**src/rtl/abs_map_pkg.sv**
```systemverilog
package abs_map_pkg;

    localparam int unsigned ADDR_W    = 64;
    localparam int unsigned PHYS_W    = 40;
    localparam int unsigned NARROW_W  = 32;
    localparam int unsigned NIB_W     = 4;
    localparam int unsigned FW_KEEP_W = 24;
    localparam int unsigned FW_FILL_W = 4;

    typedef enum logic [2:0] {
        SPACE_WIDE   = 3'd0,
        SPACE_MEM    = 3'd1,
        SPACE_IO     = 3'd2,
        SPACE_FW     = 3'd3,
        SPACE_LEGACY = 3'd4
    } space_e;

    // The nibble that marks I/O or firmware space when every bit of it is one.
    function automatic logic nib_all_ones(input logic [NIB_W-1:0] n);
        return &n;
    endfunction

    function automatic logic nib_is_zero(input logic [NIB_W-1:0] n);
        return ~|n;
    endfunction

endpackage

```
**src/rtl/abs_space_decode.sv**
```systemverilog
module abs_space_decode
    import abs_map_pkg::*;
#(
    parameter int unsigned NARROW_W = abs_map_pkg::NARROW_W,
    parameter int unsigned NIB_W    = abs_map_pkg::NIB_W
) (
    input  logic [NARROW_W-1:0] addr_lo,
    input  logic                wide,
    input  logic                arch2,
    output space_e              space
);
    localparam int unsigned HI_MSB = NARROW_W - 1;
    localparam int unsigned LO_MSB = NARROW_W - NIB_W - 1;

    logic [NIB_W-1:0] tag_hi;
    logic [NIB_W-1:0] tag_lo;

    assign tag_hi = addr_lo[HI_MSB -: NIB_W];
    assign tag_lo = addr_lo[LO_MSB -: NIB_W];

    // Pre-2.0 cores have no wide mode, so the architecture level is tested first.
    always_comb begin
        if (!arch2)
            space = SPACE_LEGACY;
        else if (wide)
            space = SPACE_WIDE;
        else if (!nib_all_ones(tag_hi))
            space = SPACE_MEM;
        else if (!nib_is_zero(tag_lo))
            space = SPACE_IO;
        else
            space = SPACE_FW;
    end

endmodule

```
**src/rtl/abs_addr_form.sv**
```systemverilog
module abs_addr_form
    import abs_map_pkg::*;
#(
    parameter int unsigned PHYS_W    = abs_map_pkg::PHYS_W,
    parameter int unsigned NARROW_W  = abs_map_pkg::NARROW_W,
    parameter int unsigned FW_KEEP_W = abs_map_pkg::FW_KEEP_W,
    parameter int unsigned FW_FILL_W = abs_map_pkg::FW_FILL_W
) (
    input  space_e            space,
    input  logic [PHYS_W-1:0] addr,
    output logic [PHYS_W-1:0] phys
);
    localparam int unsigned FILL_LSB = PHYS_W - FW_FILL_W;
    localparam int unsigned SIGN_BIT = NARROW_W - 1;

    // One small multiplexer per output bit; each bit's source is fixed by its position.
    for (genvar i = 0; i < PHYS_W; i++) begin : g_bit
        localparam bit IN_NARROW = (i < NARROW_W);
        localparam bit IN_KEEP   = (i < FW_KEEP_W);
        localparam bit IN_FILL   = (i >= FILL_LSB);

        logic narrow_bit;
        logic io_bit;
        logic fw_bit;

        if (IN_NARROW) begin : g_low
            assign narrow_bit = addr[i];
            assign io_bit     = addr[i];
        end else begin : g_high
            assign narrow_bit = 1'b0;
            assign io_bit     = addr[SIGN_BIT];
        end

        if (IN_KEEP) begin : g_keep
            assign fw_bit = addr[i];
        end else begin : g_fill
            assign fw_bit = IN_FILL;
        end

        always_comb begin
            unique case (space)
                SPACE_WIDE: phys[i] = addr[i];
                SPACE_IO:   phys[i] = io_bit;
                SPACE_FW:   phys[i] = fw_bit;
                default:    phys[i] = narrow_bit;
            endcase
        end
    end

endmodule

```
**src/rtl/abs_out_reg.sv**
```systemverilog
module abs_out_reg #(
    parameter int unsigned PHYS_W = abs_map_pkg::PHYS_W
) (
    input  logic              clk,
    input  logic              rst,
    input  logic              d_valid,
    input  logic [PHYS_W-1:0] d_phys,
    output logic              q_valid,
    output logic [PHYS_W-1:0] q_phys
);
    always_ff @(posedge clk) begin
        if (rst) begin
            q_valid <= 1'b0;
            q_phys  <= '0;
        end else begin
            q_valid <= d_valid;
            if (d_valid)
                q_phys <= d_phys;
        end
    end

endmodule

```
**src/rtl/abs_phys_mapper.sv**
```systemverilog
module abs_phys_mapper
    import abs_map_pkg::*;
#(
    parameter int unsigned ADDR_W    = abs_map_pkg::ADDR_W,
    parameter int unsigned PHYS_W    = abs_map_pkg::PHYS_W,
    parameter int unsigned NARROW_W  = abs_map_pkg::NARROW_W,
    parameter int unsigned NIB_W     = abs_map_pkg::NIB_W,
    parameter int unsigned FW_KEEP_W = abs_map_pkg::FW_KEEP_W,
    parameter int unsigned FW_FILL_W = abs_map_pkg::FW_FILL_W
) (
    input  logic              clk,
    input  logic              rst,
    input  logic              in_valid,
    input  logic [ADDR_W-1:0] in_addr,
    input  logic              wide,
    input  logic              arch2,
    output logic              out_valid,
    output logic [PHYS_W-1:0] out_phys
);
    space_e            space;
    logic [PHYS_W-1:0] phys_d;
    logic              ign_unused_hi;

    // Bits above the physical width never reach the result.
    assign ign_unused_hi = ^in_addr[ADDR_W-1:PHYS_W];

    abs_space_decode #(
        .NARROW_W (NARROW_W),
        .NIB_W    (NIB_W)
    ) u_decode (
        .addr_lo (in_addr[NARROW_W-1:0]),
        .wide    (wide),
        .arch2   (arch2),
        .space   (space)
    );

    abs_addr_form #(
        .PHYS_W    (PHYS_W),
        .NARROW_W  (NARROW_W),
        .FW_KEEP_W (FW_KEEP_W),
        .FW_FILL_W (FW_FILL_W)
    ) u_form (
        .space (space),
        .addr  (in_addr[PHYS_W-1:0]),
        .phys  (phys_d)
    );

    abs_out_reg #(
        .PHYS_W (PHYS_W)
    ) u_oreg (
        .clk     (clk),
        .rst     (rst),
        .d_valid (in_valid),
        .d_phys  (phys_d),
        .q_valid (out_valid),
        .q_phys  (out_phys)
    );

endmodule

```
**config.mk**
```make
export PLATFORM = sky130hd
export DESIGN_NAME = abs_phys_mapper
export DESIGN_NICKNAME = d
export VERILOG_FILES = /design/src/rtl/abs_map_pkg.sv /design/src/rtl/abs_space_decode.sv /design/src/rtl/abs_addr_form.sv /design/src/rtl/abs_out_reg.sv /design/src/rtl/abs_phys_mapper.sv
export SDC_FILE = /design/constraint.sdc
export NUM_CORES = 1
export LEC_CHECK = 0
export ABC_CLOCK_PERIOD_IN_PS = 4500
export CAP_MARGIN = 0
export CELL_PAD_IN_SITES_DETAIL_PLACEMENT = 0
export CELL_PAD_IN_SITES_GLOBAL_PLACEMENT = 1
export CORE_UTILIZATION = 25
export CTS_CLUSTER_DIAMETER = 120
export DETAILED_ROUTE_END_ITERATION = 10
export PLACE_DENSITY = 0.88
export SYNTH_ARGS = -nofsm -noshare
export SYNTH_HDL_FRONTEND = slang
export SYNTH_SLANG_ARGS = --single-unit
```
**constraint.sdc**
```tcl
create_clock -name clk -period 4.5 [get_ports clk]
set_input_delay 1.35 -clock clk [delete_from_list [all_inputs] [get_ports clk]]
set_output_delay 1.35 -clock clk [all_outputs]
set_load 0.02 [all_outputs]
```
==> reports/metrics.cfg <==
[run_status]
status = finished, final reports clean

[floorplan]
io_pins = 110
die_h_um = 80.0
start_util_pct = 25.9
row_count = 28
coreArea_mm2 = 0.00589
die-area_mm2 = 0.00641
die_x_um = 80.0

[route]
wl_per_cell_um = 12.7
drt-vias-per-instance = 4.47
drtAntennaViolNets = 0
drtIter0Drc = 19
wl_um = 3910
firstDrtPassIters = 4
drc_errors = 0
vias = 1382

[clock_tree]
ctsHoldBuffers = 0
cts.clk_slew.worst_paths_ps = 70
cts_resized = 0
post_cts_buffers = 0
cts_buffers = 5
root_buffer = clkbuf_8
cts_sinks = 41
clockBufferDepth = 2
clock_latency_ps = 290
cts_max_level = 2
cts_tree = yes

[placed_design]
port_buffers = 85
hpwl_um = 2750
globalplace.congestion = 0.726
place_ws_ps = 1390
place_inst = 301

[global_routing]
antenna_found_initial = 0
gr-usage-all-layers_pct = 12.5
grt_start_max_net_pins = 54
grt_pass1_vias = 1350
grt_overflow_total = 0
grt_pass1_wl_um = 6130

[critical_path]
crit_family = buffers and inverters
crit_path_top_delay_cell = clkdlybuf4s50_1
worstPathArrival_ps = 2940
required_ps = 4680
cp_max_fo = 25
critical_path_buf_inv_count = 2
cp-end-kind = flip-flop
critical_path_class = input port to flip-flop
worstReg2RegStart = u_oreg.q_phys[31]$_SDFFE_PP0P_
crit_path_start_kind = input port
path_cells = clkdlybuf4s50_1, inv_1, a41o_1
critical_path.startpoint = rst
max_stage_delay_ps = 1080

[timing]
clock.fmax_mhz = 362
slew_headroom_pct = 37.6
worst_pin_slew_ps = 933
hold_viol_final = 0
setup_slack_ps = 1740
setup_tns_ps = 0
skew_ps = 0
slew_viol_final = 0
min_period_over_period_pct = 61.3
rsz0062_at_grt = no
fin_crit_ps = 2760
finalSetupViolCount = 0

[yosys]
syn-num-nets = 219
syn_inst = 150
ys_seq_elements = 41
yosys_warnings = 0
synth_cell_types = 19
yosysSeqAreaShare_pct = 53.9
postSynthAreaPerCell_um2 = 10.2
synthesis.area_mm2 = 0.00152

[finish]
syn_to_final_growth_pct = 65.2
drive_above_1_share_pct = 5.56
layout.nets = 302
finalNonFillerCells = 309
postLayoutCoreUtil_pct = 42.7
diodes = 0

[pwr]
power_mw = 0.786
vdd_drop_max_uv = 165
power.static_leakage_nw = 1.03
power_density_mw_per_mm2 = 312

[worst_hold_path]
hold_start = u_oreg.q_phys[37]$_SDFFE_PP0P_
hold_class = flip-flop to flip-flop

[job]
drv_cap = 0

-- report_power, final --
group | total, mW | internal, mW | switching [mW]
clock | 0.230 | 0.108 | 0.123
combinational | 0.161 | 0.0900 | 0.0707
sequential | 0.395 | 0.384 | 0.0103
-- area by class of cell --
cell class / count / area, µm²
Clock inverter: 2 / 10.0
Sequential cell: 41 / 821
Inverter: 2 / 7.51
Fill cell: 594 / 3370
Multi-Input combinational cell: 96 / 649
Clock buffer: 6 / 72.6
Tap cell: 75 / 93.8
Timing Repair Buffer: 87 / 861
-- synthesized netlist by cell type --
cell,count,area share [%]
a311oi_1,8,4.6
a41o_1,4,2.6
and2_1,1,0.41
buf_1,1,0.25
buf_2,3,0.99
clkbuf_1,7,1.7
dfxtp_1,41,54
inv_1,2,0.49
mux2i_1,28,18
nand2_1,8,2.0
nand2b_1,1,0.41
nand4_1,1,0.41
nor2_1,36,8.9
nor2b_1,1,0.41
nor3b_1,4,2.0
or2_2,1,0.41
or3_4,1,0.74
or4_4,1,0.74
or4b_1,1,0.66
-- flip-flops by register name, summed over array words and instances (netlist names) --
register and count:
u_oreg.q_valid 1, u_oreg.q_phys 40
-- worst paths after layout --
path,end,slack [ps],cells past startpoint
worst max-delay path,u_oreg.q_phys[31]$_SDFFE_PP0P_,1740,3
worst max register to register,u_oreg.q_phys[31]$_SDFFE_PP0P_,3720,2
worst min-delay path,u_oreg.q_phys[37]$_SDFFE_PP0P_,490,2
worst min register to register,u_oreg.q_phys[37]$_SDFFE_PP0P_,490,2
-- worst reg2reg max path: cells and delay by family (launching register included) --
family             cells  cell delay [ps]
AOI/OAI and AO/OA      1              230
and+or+nand+nor        1              130
DFF                    1              320
-- per-layer routing --
metal | track usage, % | vias up | part of all wire (%)
li1 | - | 681 | -
met1 | 13.8 | 637 | 43
met2 | 21.8 | 56 | 47
met3 | 5.03 | 8 | 9.1
met4 | 3.75 | 0 | 0.97
met5 | 0 | - | 0
-- placed cells by master (no fill, tap or decap) --
cell type,netlist,routed
mux2i_1,28,28
or4_4,1,1
nor2_1,36,36
or3_4,1,1
a311oi_1,8,8
a41o_1,4,4
nand2_1,8,8
clkbuf_8,0,5
clkdlybuf4s50_1,0,84
nand4_1,1,1
or4b_1,1,1
dfxtp_1,41,41
or2_2,1,1
inv_1,2,2
clkinv_2,0,2
buf_2,3,1
clkbuf_1,7,1
nor2b_1,1,1
and2_1,1,1
nand2b_1,1,1
nor3b_1,4,4
buf_4,0,2
-- through the flow --
step	hold WS [ps]	area (µm²)
after floorplan	556	1520
after detailed placement	478	2430
after global routing	517	2510
after CTS	489	2510
after global placement	471	2430
final	486	2510
-- cells by family after synthesis --
group                  Yosys count  share of synthesized area [%]
AOI/OAI and AO/OA               12                           7.23
buffers and inverters           13                           3.45
DFF                             41                           53.9
muxes                           28                           18.4
and+or+nand+nor                 56                           17.0
(Power assumes the default switching activity.)
